==> src/rtl/wbb_pkg.sv <==
package wbb_pkg;
  localparam int unsigned WBB_AW = 30;
  localparam int unsigned WBB_DW = 32;
  localparam int unsigned WBB_SW = WBB_DW / 8;

  typedef struct packed {
    logic              we;
    logic              first;
    logic              last;
    logic [WBB_AW-1:0] adr;
    logic [WBB_DW-1:0] dat;
    logic [WBB_SW-1:0] sel;
  } wbb_req_t;

  // circular pointer advance for a queue of arbitrary depth
  function automatic int unsigned wbb_ptr_next(input int unsigned p, input int unsigned depth);
    return (p == depth - 1) ? 0 : p + 1;
  endfunction

  // occupancy after one cycle of push/pop
  function automatic int unsigned wbb_occ_next(input int unsigned occ, input logic push, input logic pop);
    return occ + (push ? 1 : 0) - (pop ? 1 : 0);
  endfunction
endpackage

==> src/rtl/wbb_req_fifo.sv <==
module wbb_req_fifo
  import wbb_pkg::*;
#(
  parameter int unsigned DEPTH = 16
) (
  input  logic     clk,
  input  logic     rst,
  input  logic     push,
  input  wbb_req_t din,
  input  logic     pop,
  output wbb_req_t dout,
  output logic     empty,
  output logic     full,
  output logic     drop
);
  localparam int unsigned PW = (DEPTH > 1) ? $clog2(DEPTH) : 1;
  localparam int unsigned CW = $clog2(DEPTH + 1);

  wbb_req_t        mem [DEPTH];
  logic [PW-1:0]   wr_ptr, rd_ptr;
  logic [CW-1:0]   occ;
  logic            do_push, do_pop;

  assign empty   = (occ == '0);
  assign full    = (occ == CW'(DEPTH));
  assign do_push = push && !full;
  assign do_pop  = pop && !empty;
  assign drop    = push && full;
  assign dout    = mem[rd_ptr];

  always_ff @(posedge clk) begin
    if (rst) begin
      wr_ptr <= '0;
      rd_ptr <= '0;
      occ    <= '0;
    end else begin
      if (do_push) begin
        mem[wr_ptr] <= din;
        wr_ptr      <= PW'(wbb_ptr_next(int'(wr_ptr), DEPTH));
      end
      if (do_pop)
        rd_ptr <= PW'(wbb_ptr_next(int'(rd_ptr), DEPTH));
      occ <= CW'(wbb_occ_next(int'(occ), do_push, do_pop));
    end
  end
endmodule

==> src/rtl/wbb_issue.sv <==
module wbb_issue
  import wbb_pkg::*;
(
  input  logic              clk,
  input  logic              rst,
  input  wbb_req_t          head,
  input  logic              head_vld,
  output logic              pop,
  output logic              wb_cyc,
  output logic              wb_stb,
  output logic              wb_we,
  output logic [WBB_AW-1:0] wb_adr,
  output logic [WBB_DW-1:0] wb_dat_o,
  output logic [WBB_SW-1:0] wb_sel,
  input  logic [WBB_DW-1:0] wb_dat_i,
  input  logic              wb_ack,
  output logic              rd_valid,
  output logic [WBB_DW-1:0] rd_data,
  output logic [WBB_AW-1:0] rd_addr,
  output logic              rd_first,
  output logic              rd_last
);
  typedef enum logic {ST_IDLE, ST_BUS} st_t;

  st_t      st;
  wbb_req_t cur;
  logic     done;

  assign pop      = (st == ST_IDLE) && head_vld;
  assign done     = (st == ST_BUS) && wb_ack;
  assign wb_cyc   = (st == ST_BUS);
  assign wb_stb   = (st == ST_BUS);
  assign wb_we    = cur.we;
  assign wb_adr   = cur.adr;
  assign wb_dat_o = cur.dat;
  assign wb_sel   = cur.sel;

  always_ff @(posedge clk) begin
    if (rst) begin
      st       <= ST_IDLE;
      cur      <= '0;
      rd_valid <= 1'b0;
      rd_data  <= '0;
      rd_addr  <= '0;
      rd_first <= 1'b0;
      rd_last  <= 1'b0;
    end else begin
      rd_valid <= 1'b0;
      if (pop) begin
        cur <= head;
        st  <= ST_BUS;
      end else if (done) begin
        st <= ST_IDLE;
        if (!cur.we) begin
          rd_valid <= 1'b1;
          rd_data  <= wb_dat_i;
          rd_addr  <= cur.adr;
          rd_first <= cur.first;
          rd_last  <= cur.last;
        end
      end
    end
  end
endmodule

==> src/rtl/wb_req_bridge.sv <==
module wb_req_bridge
  import wbb_pkg::*;
#(
  parameter int unsigned DEPTH = 16
) (
  input  logic              clk,
  input  logic              rst,
  input  logic              req_valid,
  input  logic              req_write,
  input  logic              req_first,
  input  logic              req_last,
  input  logic [WBB_AW-1:0] req_addr,
  input  logic [WBB_DW-1:0] req_data,
  input  logic [WBB_SW-1:0] req_be,
  output logic              req_ready,
  output logic              wb_cyc,
  output logic              wb_stb,
  output logic              wb_we,
  output logic [WBB_AW-1:0] wb_adr,
  output logic [WBB_DW-1:0] wb_dat_o,
  output logic [WBB_SW-1:0] wb_sel,
  input  logic [WBB_DW-1:0] wb_dat_i,
  input  logic              wb_ack,
  output logic              rd_valid,
  output logic [WBB_DW-1:0] rd_data,
  output logic [WBB_AW-1:0] rd_addr,
  output logic              rd_first,
  output logic              rd_last,
  output logic              ovf_err
);
  wbb_req_t beat, head;
  logic     q_empty, q_full, q_drop, issue_pop;

  assign beat = '{we: req_write, first: req_first, last: req_last,
                  adr: req_addr, dat: req_data, sel: req_be};

  wbb_req_fifo #(.DEPTH(DEPTH)) u_queue (
    .clk(clk), .rst(rst), .push(req_valid), .din(beat), .pop(issue_pop),
    .dout(head), .empty(q_empty), .full(q_full), .drop(q_drop)
  );

  wbb_issue u_issue (
    .clk(clk), .rst(rst), .head(head), .head_vld(!q_empty), .pop(issue_pop),
    .wb_cyc(wb_cyc), .wb_stb(wb_stb), .wb_we(wb_we), .wb_adr(wb_adr),
    .wb_dat_o(wb_dat_o), .wb_sel(wb_sel), .wb_dat_i(wb_dat_i), .wb_ack(wb_ack),
    .rd_valid(rd_valid), .rd_data(rd_data), .rd_addr(rd_addr),
    .rd_first(rd_first), .rd_last(rd_last)
  );

  assign req_ready = q_empty;

  always_ff @(posedge clk) begin
    if (rst)         ovf_err <= 1'b0;
    else if (q_drop) ovf_err <= 1'b1;
  end
endmodule

==> config.mk <==
export PLATFORM = sky130hd
export DESIGN_NAME = wb_req_bridge
export DESIGN_NICKNAME = d
export VERILOG_FILES = /design/src/rtl/wbb_pkg.sv /design/src/rtl/wbb_req_fifo.sv /design/src/rtl/wbb_issue.sv /design/src/rtl/wb_req_bridge.sv
export SDC_FILE = /design/constraint.sdc
export NUM_CORES = 1
export LEC_CHECK = 0
export ABC_AREA = 1
export BUFFER_PORTS_ARGS = -buffer_cell sky130_fd_sc_hd__buf_2
export CORE_MARGIN = 10
export CORE_UTILIZATION = 35
export CTS_CLUSTER_SIZE = 30
export DETAILED_ROUTE_END_ITERATION = 10
export GPL_ROUTABILITY_DRIVEN = 0
export SLEW_MARGIN = 10
export SYNTH_ARGS = -nofsm -noshare
export SYNTH_HDL_FRONTEND = slang
export SYNTH_HIERARCHICAL = 1
export SYNTH_SLANG_ARGS = --single-unit
==> constraint.sdc <==
create_clock -name clk -period 6.5 [get_ports clk]
set_input_delay 0.65 -clock clk [delete_from_list [all_inputs] [get_ports clk]]
set_output_delay 0.65 -clock clk [all_outputs]
set_load 0.02 [all_outputs]
# Yosys cells after proc, flatten, opt, wreduce, memory -nomap -nowiden
# Memory sizes are Yosys's and may differ from the RTL's. A register that Yosys moved wholly into a read port is not among the register bits.
# Index checks and enable logic that the tools add are counted.
[word_totals]
rom_bits = 0
out_inout_bits = 136
n_memories = 1
wordCells = 43
reg_bits = 80
ram_bits = 1104
latch_bits = 0
[mem_list]
columns = ["memory", "depth", "width", "rd", "rd_ports_with_merged_regs", "write_ports", "line_no", "source"]
rows = [
  ["u_queue.mem", 16, 69, 1, 1, 1, "wbb_req_fifo.sv:19", "wbb_req_t mem [DEPTH];"],
]
[classes]
n_shift = 0
bitwise = 4
multipliers = 0
mux = 10
n_div = 0
n_eq_ne = 3
n_addsub = 4
reduce_logical = 11
order_cmp = 0
[ops]
columns = ["op", "n"]
rows = [
  ["$add A4 B1 Y4 const B", 2],
  ["$eq A4 B4 Y1 const B", 2],
  ["$mux W1", 8],
  ["$mux W4", 2],
  ["$add A5 B5 Y5", 1],
  ["$eq A5 B5 Y1 const B", 1],
  ["$logic_and A1 B1 Y1", 5],
  ["$logic_not A5 Y1", 1],
  ["$sub A5 B5 Y5", 1],
  ["$not A1 Y1", 4],
  ["$reduce_and A3 Y1", 1],
  ["$reduce_or A3 Y1", 1],
  ["$logic_not A1 Y1", 2],
  ["$reduce_bool A2 Y1", 1],
]

# Longest topological paths before layout
[depth]
depth_word = 6
ltp_mapped = 20
depth_no_buf = 19

# Hierarchy
# Netlist, hierarchy kept.
[modules_own_cells]
columns = ["mod", "area_per_inst_um2", "cells_each", "seq_area_each_um2", "instances"]
rows = [
  ["wbb_req_fifo", 46802.4, 4234, 33492.1, 1],
  ["wbb_issue", 5551.6, 780, 2702.6, 1],
  ["wb_req_bridge", 31.3, 4, 20.0, 1],
]

# Worst setup path after synthesis
# No wires, ideal clock.
[synth_timing]
path_kind = "register -> register"
start = "reg u_queue.occ[2]"
end = "mem u_queue/mem[3][0] in the netlist's numbering, enable pin"
stages_incl_launch_ff = 8
required_time_ns = 5.919
setup_slack_ns = 0.075
n_path_buf = 0
t_arrival_ns = 5.844
path_cell_list = "dfxtp_1 inv_1 ha_1 nand3_1 nand2_1 nor2_1 inv_1 nor3_1"
[synth_between]
elab_chain_len = 6
[synth_rtl]
columns = ["item", "line_no", "source"]
rows = [
  ["start: declaration", "wbb_req_fifo.sv:21", "logic [CW-1:0] occ;"],
  ["start signal: assignment", "wbb_req_fifo.sv:43", "occ <= CW'(wbb_occ_next(int'(occ), do_push, do_pop));"],
  ["$eq A5 B5 Y1", "wbb_req_fifo.sv:25", "assign full = (occ == CW'(DEPTH));"],
  ["$logic_not A1 Y1", "wbb_req_fifo.sv:26", "assign do_push = push && !full;"],
  ["$logic_and A1 B1 Y1", "wbb_req_fifo.sv:26", ""],
  ["$mux W1", "wbb_req_fifo.sv:37", "if (do_push) begin"],
  ["$mux W1", "wbb_req_fifo.sv:32", "if (rst) begin"],
  ["$mux W1 (not written as such)", "wbb_req_fifo.sv:38", "mem[wr_ptr] <= din;"],
  ["end: declaration", "wbb_req_fifo.sv:19", ""],
]
# No other way between the ends.

# Worst setup path after layout
[layout_timing]
start = "reg u_queue.occ[2]"
end = "mem u_queue/mem[12][26] in the netlist's numbering, enable pin"
# Same word-level chain as after synthesis.

==> flow_summary_export.csv <==
group,metric,value,unit
setup_path,rr_startpoint,"u_queue/occ[2]",
timing,setup_violations,0,
clock_tree,clockRootBuffer,"clkbuf_16",
global_route,grt_max_degree,228,
route,wl_met2,66.8,mm
finish,register_area,36200,µm²
placement,placed_area,54800,µm²
clock_tree,clockBufferDepth,3,
timing,timing.fmax,288,MHz
route,drt_iter0_drc,3188,
route,wl_met1,60.4,mm
job,max-cap-violations,0,
clock_tree,cts.sinks,1257,
setup_path,cp.required,6.89,ns
pwr,p_leak,0.0238,µW
route,drc_errors,0,
clock_tree,cts_max_level,4,
timing,tns,0,ns
floorplan,core,148000,µm²
global_route,grt_pass1_wl,210,mm
finish,syn_to_final_growth,12.9,%
pwr,finalPower,22500,µW
setup_path,crit_type,"reg -> reg",
route,ant_nets,0,
placement,place_hpwl,73.3,mm
timing,finalHoldViolations,0,
yosys,syn_area,52400,µm²
route,vias_per_cell,4.85,
timing,fin_skew,0.0211,ns
yosys,synth_warnings,6,
floorplan,rows,141,
finish,multi_input_area,12800,µm²
finish,stdcell_count,7159,
yosys,postSynthAreaPerCell,10.4,µm²
finish,nNetsFinal,5228,
timing,final.min_clock_period,3.47,ns
global_route,overflow,0,
min_path,hold_class,"in -> reg",
floorplan,dieArea,166000,µm²
timing,worst_pin_slew,1.27,ns
timing,grt_setup_unrepaired,"no",
global_route,grt_usage,0.166,
yosys,syn_inst,5017,
finish,drive_gt1_frac,0.114,
placement,dp_cells,6901,
yosys,synth_nets,5134,
pwr,p_per_area,381,nW/µm²
route,via_count,34700,
floorplan,io-pin-count,241,
outcome,outcome,"completed",
timing,relSlewSlack,0.155,
clock_tree,cts_hold_buf,0,
global_route,grt_pass1_vias,33300,
placement,dp_slack,2.99,ns
floorplan,die_height,407,µm
timing,post-route-period-util,0.534,
clock_tree,cts.reportedPaths.clkPinSlew,0.06,ns
floorplan,initial_core_util,0.353,
route,routedWlPerCell,19.7,µm
finish,num-fill-cells,14200,
setup_path,regToRegSetupSlack,3.03,ns
finish,final_area,59100,µm²
floorplan,fp.dieW,407,µm
placement,port_buffers,240,
global_route,grt_antenna_before_repair,29,
route,wl_met3,10.0,mm
route,highest_layer,"met5",
setup_path,reg2reg_depth,8,
setup_path,critPathLaunchType,"flop",
timing,slew_violations,0,
pwr,ir_drop,0.313,mV
timing,setup_ws,3.03,ns
setup_path,crit_start,"u_queue/occ[2]",
setup_path,cp_max_fo,27,
route,firstDrtPassIters,6,
clock_tree,cts_setup_buffers,0,
setup_path,crit_path_end,"u_queue/mem[12][26]",
clock_tree,cts_tree,"built",
setup_path,endpoint_kind,"flop",
clock_tree,post_cts_resized,0,
setup_path,crit_arrival,3.86,ns
setup_path,r2r-end,"u_queue/mem[12][26]",
clock_tree,cts_buffers,138,
clock_tree,clk-insertion-delay-late,0.76,ns
route,wirelength,141,mm
layout make-up:
type                    instances  area share
clock buffers                 189      0.0640
flip-flops and latches       1257       0.613
multi-input cells            2986       0.216
diodes                          4    0.000169
inverters                     434      0.0280
repair buffers                294      0.0291
clock inverters                65     0.00893
well taps                    1930      0.0408
layout by cell type, fill, tap and decap left out:
cell type      n
dfxtp_4        4
nand3_1      627
clkinv_4       3
clkinv_8       6
nor2_4        13
nand2_4        1
ha_1          11
inv_8          2
inv_1        427
fa_1           1
o21ai_1        2
clkbuf_8      12
clkbuf_1      38
bufinv_16      3
or2_1         56
clkinvlp_4     2
buf_2        240
buf_12         9
edfxtp_1    1104
or2_0          4
a21oi_1       10
nor3_2         3
nand4_1        2
clkbuf_16    139
o21ai_0      142
or2_2         78
nor2_1       570
dfxtp_1      149
diode_2        4
clkinv_2      23
inv_2          1
nand2_1     1462
nand3_4        1
inv_16         3
buf_4         45
clkinv_1      19
xor2_1         3
inv_4          2
inv_6          8
power breakdown:
group	total, µW	switching (µW)	internal (µW)
logic	5420	3830	1590
registers	9630	405	9220
clock network	7470	3230	4240
flip-flops by register name, summed over array words and instances (netlist names), named ones only:
name and cells:
u_issue/rd_addr 30, u_issue/rd_valid 1, u_issue/cur 2, u_queue/rd_ptr 4, u_issue/rd_data 32, u_issue/wb_sel 4
u_issue/wb_dat_o 32, u_issue/wb_we 1, u_issue/rd_first 1, u_queue/wr_ptr 4, u_issue/wb_cyc 1, ovf_err 1
u_queue/mem 1104, u_issue/rd_last 1, u_queue/occ 5, u_issue/wb_adr 30
critical path, cell delays in order (launching register included):
cell and delay, ns:
dfxtp_1 0.34, inv_1 0.07, ha_1 0.21, nand3_1 0.17, nand2_1 0.17, nor2_1 0.26, nand2_1 0.29, nor2_4 0.99
buf_4 0.56
metrics by stage:
step | utilization | hold WS, ns
2_1_floorplan | - | 0.456
3_3_place_gp | 0.370 | 0.453
3_5_place_dp | 0.370 | 0.468
4_1_cts | 0.399 | 0.0549
5_1_grt | 0.399 | 0.0958
6_report | 0.399 | 0.118
worst min-delay path by stage:
stage	slack, ns	cells past startpoint	start	endpoint
floorplan	0.46	2	u_issue/cur[66]	u_issue/cur[66]
finish	0.12	3	wb_dat_i[26]	u_issue/rd_data[26]
global route	0.1	3	wb_dat_i[26]	u_issue/rd_data[26]
detailed placement	0.47	2	ovf_err	ovf_err
CTS	0.05	3	wb_dat_i[26]	u_issue/rd_data[26]
global placement	0.45	2	ovf_err	ovf_err
per-layer routing:
metal,track usage,vias up
li1,-,16600
met3,0.0368,231
met4,0.0525,20
met2,0.276,1086
met1,0.216,16800
met5,0,-
Power figures use the tool's default switching activity.
